## config.mk

```make
export PLATFORM = sky130hd
export DESIGN_NAME = pd_eeprom_target
export DESIGN_NICKNAME = d
export VERILOG_FILES = /design/src/rtl/pd_eeprom_target.sv
export SDC_FILE = /design/constraint.sdc
export NUM_CORES = 2
export LEC_CHECK = 0
export ABC_AREA = 1
export BUFFER_PORTS_ARGS = -buffer_cell sky130_fd_sc_hd__buf_2
export CAP_MARGIN = 20
export CORE_ASPECT_RATIO = 1.5
export CORE_UTILIZATION = 30
export DETAILED_ROUTE_END_ITERATION = 7
export HOLD_SLACK_MARGIN = 0.05
export PLACE_DENSITY = 0.47
export REMOVE_ABC_BUFFERS = 1
export SYNTH_ARGS = -nofsm -noshare
export SYNTH_HDL_FRONTEND = slang
export SYNTH_SLANG_ARGS = --single-unit
export TNS_END_PERCENT = 100
```

## constraint.sdc

```tcl
create_clock -name clk -period 11.4 [get_ports clk]
set_input_delay 0 -clock clk [delete_from_list [all_inputs] [get_ports clk]]
set_output_delay 0 -clock clk [all_outputs]
set_load 0.02 [all_outputs]
```

## src/rtl/pd_eeprom_target.sv

```systemverilog
module pd_eeprom_target #(
  parameter logic [3:0] MEM_TYPE  = 4'b1010,
  parameter logic [3:0] TSEN_TYPE = 4'b0011,
  parameter logic [3:0] CMD_TYPE  = 4'b0110
) (
  input  logic       clk,
  input  logic       rst_n,
  input  logic       scl_i,
  input  logic       sda_i,
  input  logic [2:0] slot_sel,
  output logic       sda_oe
);
  localparam int OFF_W = 8;
  localparam int AW    = OFF_W + 1;
  localparam int DEPTH = 1 << AW;

  typedef enum logic [2:0] {S_IDLE, S_RX, S_ACK, S_TX, S_RACK} st_t;

  logic [2:0] scl_sy, sda_sy;
  always_ff @(posedge clk) begin
    if (!rst_n) begin
      scl_sy <= 3'b111;
      sda_sy <= 3'b111;
    end else begin
      scl_sy <= {scl_sy[1:0], scl_i};
      sda_sy <= {sda_sy[1:0], sda_i};
    end
  end

  logic scl, scl_d, sda, sda_d, scl_r, scl_f, start_c, stop_c;
  assign scl     = scl_sy[1];
  assign scl_d   = scl_sy[2];
  assign sda     = sda_sy[1];
  assign sda_d   = sda_sy[2];
  assign scl_r   = scl & ~scl_d;
  assign scl_f   = ~scl & scl_d;
  assign start_c = scl & scl_d & sda_d & ~sda;
  assign stop_c  = scl & scl_d & ~sda_d & sda;

  st_t              st;
  logic [3:0]       cnt;
  logic [7:0]       sr;
  logic             rd, is_addr, to_mem, got_off, nack, page;
  logic [OFF_W-1:0] off;
  logic [3:0]       wp;
  logic [7:0]       mem [0:DEPTH-1];

  logic [6:0]    a7;
  logic          hit_mem, hit_tsen, hit_cmd, byte_done, prot, mem_we, load_tx;
  logic [AW-1:0] waddr;
  logic [7:0]    tx_byte;

  assign a7        = sr[7:1];
  assign hit_mem   = (a7 == {MEM_TYPE, slot_sel});
  assign hit_tsen  = (a7 == {TSEN_TYPE, slot_sel});
  assign hit_cmd   = (a7[6:3] == CMD_TYPE) && (a7[2:0] != 3'd5);
  assign byte_done = (st == S_RX) && scl_f && (cnt == 4'd8);
  assign waddr     = {page, off};
  assign prot      = wp[{page, off[OFF_W-1]}];
  assign mem_we    = byte_done && !is_addr && to_mem && got_off && !prot;
  assign tx_byte   = to_mem ? mem[waddr] : 8'hFF;
  assign load_tx   = scl_f && (((st == S_ACK) && rd) || ((st == S_RACK) && !nack));

  always_ff @(posedge clk) begin
    if (mem_we) mem[waddr] <= sr;
  end

  always_ff @(posedge clk) begin
    if (!rst_n) begin
      st      <= S_IDLE;
      cnt     <= '0;
      sr      <= '0;
      rd      <= 1'b0;
      is_addr <= 1'b0;
      to_mem  <= 1'b0;
      got_off <= 1'b0;
      nack    <= 1'b0;
      page    <= 1'b0;
      off     <= '0;
      wp      <= '0;
      sda_oe  <= 1'b0;
    end else if (start_c) begin
      st      <= S_RX;
      cnt     <= '0;
      is_addr <= 1'b1;
      sda_oe  <= 1'b0;
    end else if (stop_c) begin
      st     <= S_IDLE;
      sda_oe <= 1'b0;
    end else if (load_tx) begin
      st      <= S_TX;
      is_addr <= 1'b0;
      sr      <= tx_byte;
      sda_oe  <= ~tx_byte[7];
      cnt     <= 4'd1;
      if (to_mem) off <= off + 1'b1;
    end else begin
      case (st)
        S_RX: begin
          if (scl_r) begin
            sr  <= {sr[6:0], sda};
            cnt <= cnt + 4'd1;
          end else if (byte_done) begin
            cnt <= '0;
            if (is_addr) begin
              if (hit_mem || hit_tsen || hit_cmd) begin
                st     <= S_ACK;
                sda_oe <= 1'b1;
                rd     <= sr[0];
                to_mem <= hit_mem;
                if (hit_mem && !sr[0]) got_off <= 1'b0;
                if (hit_cmd) begin
                  case (a7[2:0])
                    3'd4:    wp      <= '0;
                    3'd6:    page    <= 1'b0;
                    3'd7:    page    <= 1'b1;
                    default: wp[a7[1:0]] <= 1'b1;
                  endcase
                end
              end else begin
                st <= S_IDLE;
              end
            end else begin
              st     <= S_ACK;
              sda_oe <= 1'b1;
              if (to_mem) begin
                if (!got_off) begin
                  off     <= sr;
                  got_off <= 1'b1;
                end else begin
                  off <= off + 1'b1;
                end
              end
            end
          end
        end
        S_ACK: if (scl_f) begin
          is_addr <= 1'b0;
          st      <= S_RX;
          sda_oe  <= 1'b0;
        end
        S_TX: if (scl_f) begin
          if (cnt == 4'd8) begin
            sda_oe <= 1'b0;
            st     <= S_RACK;
          end else begin
            sr     <= {sr[6:0], 1'b0};
            sda_oe <= ~sr[6];
            cnt    <= cnt + 4'd1;
          end
        end
        S_RACK: begin
          if (scl_r) nack <= sda;
          else if (scl_f && nack) st <= S_IDLE;
        end
        default: st <= S_IDLE;
      endcase
    end
  end

  assert_idle_released_R3: assert property (@(posedge clk) disable iff (!rst_n)
    (st == S_IDLE) |-> !sda_oe);

  assert_drive_slots_R10: assert property (@(posedge clk) disable iff (!rst_n)
    sda_oe |-> (st == S_ACK || st == S_TX));

  assert_protected_hold_R8: assert property (@(posedge clk) disable iff (!rst_n)
    (byte_done && !is_addr && to_mem && got_off && prot) |=>
      (mem[$past(waddr)] == $past(mem[waddr])));

  assert_page_by_command_R6: assert property (@(posedge clk) disable iff (!rst_n)
    (page != $past(page)) |-> ($past(byte_done) && $past(is_addr) && $past(hit_cmd)));

  assert_protect_one_block_R7: assert property (@(posedge clk) disable iff (!rst_n)
    ((wp & ~$past(wp)) != 4'd0) |-> ($countones(wp ^ $past(wp)) == 1));
endmodule

```

==> metrics.txt <==
final worst path period need 5.31 ns; Vias 108,000; post-synthesis cell type count 36; Max-Slew Margin vs Limit 7.93%; number of H-tree levels 5; power density of the placed cells 161 nW/um^2; Post-Syn Area 168,000 sq um; share of flip-flops with an asynchronous set or reset 0%; period utilisation layout 46.6%; most common cell in the netlist edfxtp_1; count of final max-slew check failures 0; Crit Path Max Fanout 140; Warnings, synthesis 0; top cell type's share of synthesized area 73.3%; first-pass GRT wire length 767,000 microns; CP Cell Sequence buf_4, buf_4, buf_12, buf_4, nor2_1, nor2_1, o21ai_0, nand2_1, nand2_1, nand2_1, nor2_1, nor2_1, nor2_1, nand2_1, nand2_1, nand2_1, nor2_1, nand3_1, nand2_1, a21oi_1; Area growth, synth to finish 11.7%; Layout Utilization 33.6%; Clock Pin Slew Worst Setup and Hold Paths 0.07 ns; largest area contributor in the netlist edfxtp_1; Slew @ Worst Pin 1.38 ns; clk_skew 0.0433 ns; die height 918 microns; worst skew pair latency 0.97 ns; Die X 613 microns; layout cells sized above 1 5.42%; Register Area 124,000 sq um; Final Setup Violations 0; I/O Pins 8; # rows 336; final hold slack 0.194 ns; Initial DRT Pass Iterations 7; critical path arrival 6.16 ns; CTS Root Cell clkbuf_16; 1st-iter DRT viols 9,116; Hold WC Path Type primary input to flop; reg2reg start off[0]$_SDFFE_PN0P_; Crit Reg-Reg Endpoint sr[2]$_SDFFE_PN0P_; largest net degree at the start of global routing 180; total of max-cap violations 0; worst hold start rst_n; Synth area leaders edfxtp_1 73%, nor2_1 9.0%, o21ai_0 6.8%; die area 562,000 sq um; Worst Setup End Kind flop; Mapped Avg Cell Area 11.5 sq um; port buffer count 7; RSZ-0062 raised after global routing no; WHS Path Cells 4; slowest CP cell buf_4; top cells by count, synth 4,096 x edfxtp_1, 4,006 x nor2_1, 2,433 x nand2_1; Remaining DRCs 0; status completed; Layout Nets 14,300; Max VDD drop 0.141 mV; Initial Util 30.1%; Post-CTS Setup Inserts 0; achievable frequency 188 MHz; PostCTS Resize Cnt 0; hold buffer count at cts 11; worst r2r path cells 20; Static Leak 0.0643 uW; final hold viol count 0; wire per inst 24.2 microns; initial antenna violation count 21; global router's overall resource usage 18.4%; number of enable flip-flop cells after synthesis 4,096; via/cell ratio 4.88; Seq/Total Area, Yosys 73.8%; R2R setup slack 6.09 ns; GPL Wtd Cong 0.813; FF+latch count, synth 4,136; post-route setup slack 6.09 ns; largest stage delay on the critical path 0.74 ns; routed wire length 532,000 microns; Num CTS Buffers 379; CP most frequent cell nand2_1; area of the multi-input gates 39,400 sq um; WHS Endpoint st[0]$_SDFFE_PN0P_; Max Buffers Root-to-Sink 4; WP data required 12.25 ns; kind of critical path flop to flop; CTS tree done; Core Area 557,000 sq um; Most used DFF post-synth edfxtp_1; vias in the first global route 106,000; Post-DRT Antenna Nets 0; crit path launch type flop; total clock sinks 4,136; Mapped Cells 14,600; fillers 55,700; HPWL Detailed 302,000 microns; grt ovf 0; worst slack, placed 6.12 ns; setup TNS 0 ns
[placed cells by master, fill, tap and decap left out, types with 5 or more instances in the layout]
cell,n
inv_1,194
edfxtp_1,4096
clkbuf_1,75
dlygate4sd3_1,11
buf_4,177
buf_12,31
nand4_1,29
clkinv_2,67
nand2_1,2414
clkinv_1,93
dfxtp_1,30
clkinv_8,5
nor2_4,5
o21ai_1,107
o22ai_1,275
nand3_1,94
diode_2,6
nor2_1,3997
nor3_1,19
dfxtp_4,10
ha_1,6
clkbuf_16,388
bufinv_16,34
nor2_2,6
clkinvlp_4,13
a211oi_1,7
buf_2,7
a21oi_1,47
nand2_4,18
o21ai_0,2286
[cell type report]
type                            instances  share of cell area (%)
Timing Repair Buffer                  231                    1.17
Clock inverter                        214                    1.03
Sequential cell                      4136                    66.1
Antenna cell                            6                 0.00801
Inverter                              206                   0.431
Clock buffer                          463                    5.33
Multi-Input combinational cell       9338                    21.0
Tap cell                             7436                    4.96
[metrics by stage]
step	cell area, sq um	power (uW)	instances
4_1_cts	187000	30500	22000
6_report	187000	30200	22000
5_1_grt	187000	31000	22000
3_5_place_dp	175000	17800	21300
3_3_place_gp	175000	17800	21300
2_1_floorplan	164000	17600	13700
[layer usage]
layer	up-vias	track usage [%]	routed length, microns
met1	54300	22.9	216000
met5	-	0	24
met2	2661	32.8	271000
met3	749	2.02	23800
met4	4	6.86	21400
li1	49900	-	-
[flip-flops by register name, summed over array words and instances (netlist names), named ones only]
signal and cells:
scl_sy 3, nack 1, is_addr 1, sr 8
mem 4096, to_mem 1, off 8, wp 3
sda_sy 3, sda_oe 1, got_off 1, st 3
page 1, rd 1, cnt 4
[logic make-up (layout without fill, tap and decap cells)]
kind of cell | Yosys count | count (layout) | share of synthesized area, %
xor gates and xnor gates | 5 | 5 | 0.0261
DFF | 4136 | 4136 | 73.8
and+or+nand+nor | 6595 | 6595 | 14.9
adders and majority gates | 6 | 6 | 0.0447
AOI/OAI and AO/OA | 2732 | 2732 | 8.38
other | 0 | 6 | 0
buffers and inverters | 1115 | 1114 | 2.87
[power breakdown]
group	internal, uW	switching [uW]
Sequential	16900	61.6
Combinational	63.0	482
Clock	6990	5770
[worst max-delay path: cells and delay by family, from the launching register on]
family | cells | cell delay [ns]
buffers and inverters | 4 | 2.45
AND/OR/NAND/NOR | 14 | 1.63
flip-flops | 1 | 0.59
AO/OA/AOI/OAI | 2 | 0.22
[how the worst max path moves through the flow]
stage / depth (start not counted) / endpoint / slack [ns] / startpoint
after floorplan: 4 / mem[106][0]$_DFFE_PP_ / -105.60 / off[0]$_SDFFE_PN0P_
after global placement: 9 / mem[255][3]$_DFFE_PP_ / 6.00 / off[0]$_SDFFE_PN0P_
after global routing: 20 / sr[2]$_SDFFE_PN0P_ / 5.73 / off[0]$_SDFFE_PN0P_
after detailed placement: 20 / sr[2]$_SDFFE_PN0P_ / 6.12 / off[0]$_SDFFE_PN0P_
final: 20 / sr[2]$_SDFFE_PN0P_ / 6.09 / off[0]$_SDFFE_PN0P_
after CTS: 20 / sr[2]$_SDFFE_PN0P_ / 6.06 / off[0]$_SDFFE_PN0P_
(Power assumes the default switching activity.)
